## config.mk

```make
export PLATFORM = sky130hd
export DESIGN_NAME = btn_pulse_ctrl
export DESIGN_NICKNAME = d
export VERILOG_FILES = /design/src/rtl/btn_pulse_pkg.sv /design/src/rtl/btn_sync.sv /design/src/rtl/press_cond_fsm.sv /design/src/rtl/pulse_timer_fsm.sv /design/src/rtl/btn_pulse_ctrl.sv
export SDC_FILE = /design/constraint.sdc
export NUM_CORES = 1
export LEC_CHECK = 0
export ABC_AREA = 1
export CAP_MARGIN = 20
export CORE_AREA = 8 8 45 47
export DETAILED_ROUTE_END_ITERATION = 10
export DIE_AREA = 0 0 53 55
export DONT_BUFFER_PORTS = 1
export GPL_ROUTABILITY_DRIVEN = 0
export MAX_ROUTING_LAYER = met4
export SYNTH_ARGS = -nofsm -noshare
export SYNTH_HDL_FRONTEND = slang
export SYNTH_SLANG_ARGS = --single-unit
```

## constraint.sdc

```tcl
create_clock -name clk_i -period 1.9 [get_ports clk_i]
set_input_delay 0.19 -clock clk_i [delete_from_list [all_inputs] [get_ports clk_i]]
set_output_delay 0.19 -clock clk_i [all_outputs]
set_load 0.03 [all_outputs]
```

## src/rtl/btn_pulse_pkg.sv

```systemverilog
package btn_pulse_pkg;

  typedef enum logic [1:0] {
    COND_IDLE = 2'b00,
    COND_FIRE = 2'b01,
    COND_HOLD = 2'b10
  } cond_state_e;

  // encoding fixed: output is OR of the two state bits
  typedef enum logic [1:0] {
    TMR_OFF = 2'b00,
    TMR_ON1 = 2'b01,
    TMR_ON2 = 2'b10,
    TMR_ON3 = 2'b11
  } tmr_state_e;

endpackage

```

## src/rtl/btn_sync.sv

```systemverilog
module btn_sync #(
  parameter int unsigned STAGES = 2
) (
  input  logic clk_i,
  input  logic rst_ni,
  input  logic async_i,
  output logic sync_o
);
  localparam int unsigned N = (STAGES < 1) ? 1 : STAGES;

  logic [N-1:0] chain_q;

  generate
    for (genvar g = 0; g < N; g++) begin : g_stage
      if (g == 0) begin : g_first
        always_ff @(posedge clk_i or negedge rst_ni) begin
          if (!rst_ni) chain_q[0] <= 1'b0;
          else         chain_q[0] <= async_i;
        end
      end else begin : g_next
        always_ff @(posedge clk_i or negedge rst_ni) begin
          if (!rst_ni) chain_q[g] <= 1'b0;
          else         chain_q[g] <= chain_q[g-1];
        end
      end
    end
  endgenerate

  assign sync_o = chain_q[N-1];
endmodule

```

## src/rtl/press_cond_fsm.sv

```systemverilog
module press_cond_fsm
  import btn_pulse_pkg::*;
(
  input  logic clk_i,
  input  logic rst_ni,
  input  logic level_i,
  output logic pulse_o
);
  cond_state_e state_q, state_d;

  always_comb begin
    state_d = state_q;
    unique case (state_q)
      COND_IDLE: if (level_i) state_d = COND_FIRE;
      COND_FIRE: state_d = level_i ? COND_HOLD : COND_IDLE;
      COND_HOLD: if (!level_i) state_d = COND_IDLE;
      default:   state_d = COND_IDLE;
    endcase
  end

  always_ff @(posedge clk_i or negedge rst_ni) begin
    if (!rst_ni) state_q <= COND_IDLE;
    else         state_q <= state_d;
  end

  assign pulse_o = (state_q == COND_FIRE);

  p_single_pulse_r3: assert property (@(posedge clk_i) disable iff (!rst_ni)
    pulse_o |=> !pulse_o);

  p_held_no_rearm_r4: assert property (@(posedge clk_i) disable iff (!rst_ni)
    (state_q == COND_HOLD && level_i) |=> (state_q == COND_HOLD && !pulse_o));

  p_fire_from_idle_r5: assert property (@(posedge clk_i) disable iff (!rst_ni)
    $rose(pulse_o) |-> ($past(state_q) == COND_IDLE));
endmodule

```

## src/rtl/pulse_timer_fsm.sv

```systemverilog
module pulse_timer_fsm
  import btn_pulse_pkg::*;
(
  input  logic clk_i,
  input  logic rst_ni,
  input  logic trig_i,
  output logic active_o
);
  tmr_state_e state_q, state_d;

  always_comb begin
    state_d = state_q;
    unique case (state_q)
      TMR_OFF: if (trig_i) state_d = TMR_ON1;
      TMR_ON1: state_d = TMR_ON2;
      TMR_ON2: state_d = TMR_ON3;
      TMR_ON3: state_d = TMR_OFF;
      default: state_d = TMR_OFF;
    endcase
  end

  always_ff @(posedge clk_i or negedge rst_ni) begin
    if (!rst_ni) state_q <= TMR_OFF;
    else         state_q <= state_d;
  end

  assign active_o = state_q[1] | state_q[0];

  p_start_on_trig_r6: assert property (@(posedge clk_i) disable iff (!rst_ni)
    (state_q == TMR_OFF && trig_i) |=> (state_q == TMR_ON1));

  p_on1_to_on2_r7: assert property (@(posedge clk_i) disable iff (!rst_ni)
    (state_q == TMR_ON1) |=> (state_q == TMR_ON2));

  p_on2_to_on3_r7: assert property (@(posedge clk_i) disable iff (!rst_ni)
    (state_q == TMR_ON2) |=> (state_q == TMR_ON3));

  p_on3_to_off_r7: assert property (@(posedge clk_i) disable iff (!rst_ni)
    (state_q == TMR_ON3) |=> (state_q == TMR_OFF));

  p_no_restart_r8: assert property (@(posedge clk_i) disable iff (!rst_ni)
    (state_q != TMR_OFF) |=> (state_q != TMR_ON1));
endmodule

```

## src/rtl/btn_pulse_ctrl.sv

```systemverilog
module btn_pulse_ctrl #(
  parameter int unsigned SYNC_STAGES = 2
) (
  input  logic clk_i,
  input  logic rst_ni,
  input  logic button_i,
  output logic press_o,
  output logic active_o
);
  logic btn_sync;

  btn_sync #(.STAGES(SYNC_STAGES)) u_sync (
    .clk_i   (clk_i),
    .rst_ni  (rst_ni),
    .async_i (button_i),
    .sync_o  (btn_sync)
  );

  press_cond_fsm u_cond (
    .clk_i   (clk_i),
    .rst_ni  (rst_ni),
    .level_i (btn_sync),
    .pulse_o (press_o)
  );

  pulse_timer_fsm u_tmr (
    .clk_i    (clk_i),
    .rst_ni   (rst_ni),
    .trig_i   (press_o),
    .active_o (active_o)
  );

  p_rise_after_press_r6: assert property (@(posedge clk_i) disable iff (!rst_ni)
    $rose(active_o) |-> $past(press_o));

  // default chain depth only: press rise traces back to the button three edges earlier
  if (SYNC_STAGES == 2) begin : g_lat_chk
    p_press_latency_r2: assert property (@(posedge clk_i) disable iff (!rst_ni)
      $rose(press_o) |-> $past(button_i, 3));
  end
endmodule

```

After elaboration in Yosys (flattened, before gate mapping)
Index checks and enable logic that the tools add are counted.
Widths: inputs -> output; s select.

operators by class
  equal/unequal tests = 8
  reduce and logical (&&, ||, !) cells = 3
  bitwise operators = 1
  multiplexer cells = 6

operator list
  operator            number
  $mux 2              4
  $pmux 2 s4          1
  $eq 2x2->1 const B  3
  $ne 2x2->1 const B  3
  $pmux 2 s3          1
  $eq 2x1->1 const B  2
  $logic_not 2->1     2
  $reduce_and 2->1    1
  $or 1x1->1          1

storage, ports and cells
  register bits after elaboration = 6
  word-level logic and storage cells = 22
  output and inout port bits = 2

Logic depth before layout (Yosys ltp)
  word-level depth = 3
  depth in mapped cells = 5
  depth with buffers taken out = 5

Cells and area by module
A second synthesis with hierarchy kept.

second synthesis, totals
  cells, all modules = 30
  area total of the unflattened synthesis = 280.3 um^2

by module, submodules not included
  module           area each (um^2)  seq. area each (um^2)  cells each  times used
  pulse_timer_fsm  142.6             50.0                   19          1
  press_cond_fsm   87.6              50.0                   9           1
  btn_sync         50.0              50.0                   2           1

Least setup slack after synthesis
No wires, ideal clock.

  path kind = register -> output
  from = register u_tmr.state_q[0]
  to = output port active_o
  stages on the path, launching flop included = 4
  slack = 884 ps
  data arrival time = 826 ps
  cells stage by stage = dfrtp_1 -> inv_1 -> ha_1 -> inv_1

between the ends
  word-level cells in the longest chain between the ends = 1

ends and longest elaborated chain
  element                 line                   source
  start, declared         pulse_timer_fsm.sv:9   tmr_state_e state_q, state_d;
  start signal, assigned  pulse_timer_fsm.sv:24  else state_q <= state_d;
  $or 1x1->1              pulse_timer_fsm.sv:27  assign active_o = state_q[1] | state_q[0];
  end, declared           btn_pulse_ctrl.sv:8    output logic active_o

Every way passes these cells.

Worst setup path in the final report
  from = register u_tmr.state_q[1]
  to = output port active_o

The elaborated chain is that of the path after synthesis.

==> results.md <==
* Outcome: finished, final reports clean
* Via density at 3.55
* #FFs+latches synth at 6
* Commonest non-fill, non-tap cell in the layout: inv_1
* Max cap viols at 0
* Post-layout util at 0.243
* N_diodes at 0
* Starting DRC count in detailed routing at 2
* Area Growth Syn to Fin at 22.8%
* Clock Skews at 0.951 ps
* Largest net degree at the start of global routing at 7
* Largest fanout on the critical path at 4
* Placed cell areas at 294 µm²
* Post-Route WL at 399 µm
* Chip width at 53 µm
* Worst reg-to-reg setup slack at 820 ps
* PwrDens at 1450 nW/µm²
* Reg area at 150 µm²
* # resized after CTS at 0
* Port Buffer Count at 0
* Global Route Usage Sum at 0.0357
* Global-route wire length before repair at 641 µm
* 1st-pass router iterations at 3
* Vias at 174
* Filler instances at 154
* Synthesis Warnings at 0
* Crit path DAT at 1120 ps
* Syn Inst Count at 28
* # IOs at 5
* Row cnt at 14
* Static Leak at 0.179 nW
* CTS clk-pin slew, worst paths at 40 ps
* Req. time, crit path at 1710 ps
* F_max at 0.762 GHz
* Syn_area_per_cell at 9.79 µm²
* Slew HR at 0.822
* Multi-input gate area at 97.6 µm²
* CTS Sinks at 6
* R2R Path Start: u_tmr.state_q[1]$_DFFE_PN0P_
* Die area at 2920 µm²
* VDD IR max at 0.626 mV
* NumNets Final at 41
* FF-to-FF path depth at 5
* Sequential area share after synthesis at 0.548
* Ratio of cells with drive above 1 in the final layout at 0.182
* Initial antenna violation count at 0
* CP Launch Type: flip-flop
* Core area at 1380 µm²
* Final min period at 1310 ps
* Final Max Slew Viols at 0
* Final worst-path cycle share at 0.691
* Reg-to-Reg End: u_tmr.state_q[0]$_DFFE_PN0P_
* Crit Path Category: reg -> out
* Commonest non-fill, non-tap cells in the layout: inv_1 (7), dfrtp_1 (6), nand2_1 (5), ha_1 (3), clkbuf_4 (3)
* TritonCTS buffer count at 3
* Vias in the first global route at 177
* # DRC at 0
* Post-route ant nets at 0
* Setup Viol. Count Final at 0
* CTS tree: yes
* H-tree levels at 1
* Die H at 55 µm
* Initial Util at 0.198
* DP Cell Count at 44
* Design area at 337 µm²
* Total grt overflow at 0
* Post-Syn Area at 274 µm²
* Synth unique cells at 9
* Worst-Margin Slew at 267 ps
* Worst skew pair latency at 240 ps
* Type of element capturing the critical path: output pin
* Final std cells w/o fill at 49
* Longest Clk Path Bufs at 2
* Worst Hold Class: in -> async
* Syn nets at 34
* WL/cell at 8.14 µm
* Setup tns final at 0 ps
* Clock Tree Root: clkbuf_4
* Fin. Hold Viols at 0
* Unrepaired setup endpoints after global routing: no
* DPL Wire Length at 335 µm
per-layer routing:
metal	up-vias	track usage	share of wire	routed length, µm
li1	93	-	-	-
met4	0	0.0647	0	0
met3	0	0.0187	0.073	29
met2	4	0.0430	0.47	186
met5	-	-	0	0
met1	77	0.0293	0.46	183
worst max-delay path by stage:
stage                                            start                            to  slack [ps]  cells after the start
after detailed placement  u_tmr.state_q[0]$_DFFE_PN0P_  u_tmr.state_q[0]$_DFFE_PN0P_         830                      5
after global placement    u_tmr.state_q[0]$_DFFE_PN0P_  u_tmr.state_q[0]$_DFFE_PN0P_         850                      5
after CTS                 u_tmr.state_q[0]$_DFFE_PN0P_                      active_o         570                      3
after floorplan           u_tmr.state_q[0]$_DFFE_PN0P_                      active_o         880                      3
after global routing      u_tmr.state_q[0]$_DFFE_PN0P_                      active_o         510                      3
final                     u_tmr.state_q[1]$_DFFE_PN0P_                      active_o         590                      3
area by class of cell:
cell class / count / share of cell area
repair buffers: 2 / 0.0595
well taps: 16 / 0.0595
clock buffers: 3 / 0.0669
inverters: 7 / 0.0781
multi-input cells: 15 / 0.290
flip-flops and latches: 6 / 0.446
critical path: stages, from the launching register on:
cell and delay, ps:
dfrtp_1 360, inv_1 70, ha_1 220, inv_1 230
cell families after synthesis:
kind of cell	count (synthesis)	synth area share
buffers and inverters	7	0.0959
flip-flops	6	0.548
AND/OR/NAND/NOR	11	0.201
adder cells (fa/ha/maj)	3	0.137
AO/OA/AOI/OAI	1	0.0182
flip-flops by register name (all words and copies together) (netlist names):
| signal | cells |
|---|---|
| u_sync.chain_q | 1 |
| u_sync.sync_o | 1 |
| u_tmr.state_q | 2 |
| u_cond.state_q | 2 |
Yosys cell counts:
cell type	number	area, µm²
a21oi_1	1	5.00
dfrtp_1	6	150
ha_1	3	37.5
inv_1	7	26.3
nand2_1	5	18.8
nand2_2	2	12.5
nand3_1	2	10.0
nor3_1	1	5.00
or2_4	1	8.76
power breakdown:
| part | switching, mW | internal (mW) | total [mW] |
|---|---|---|---|
| logic | 0.120 | 0.0758 | 0.196 |
| registers | 0.0181 | 0.159 | 0.177 |
| clock network | 0.0436 | 0.0713 | 0.115 |
| total | 0.182 | 0.306 | 0.488 |
stage by stage:
step | hold slack (ps) | worst slack (ps) | power (mW)
2_1_floorplan | -106 | 884 | 0.342
6_report | 257 | 588 | 0.488
4_1_cts | 254 | 571 | 0.499
3_3_place_gp | -105 | 845 | 0.368
3_5_place_dp | -105 | 828 | 0.374
5_1_grt | 271 | 505 | 0.531
what timing repair did:
action | CTS | global route
buffers inserted | 0 | 0
hold endpoints to repair | 7 | 0
hold buffers | 2 | 0
Power figures use the tool's default switching activity.
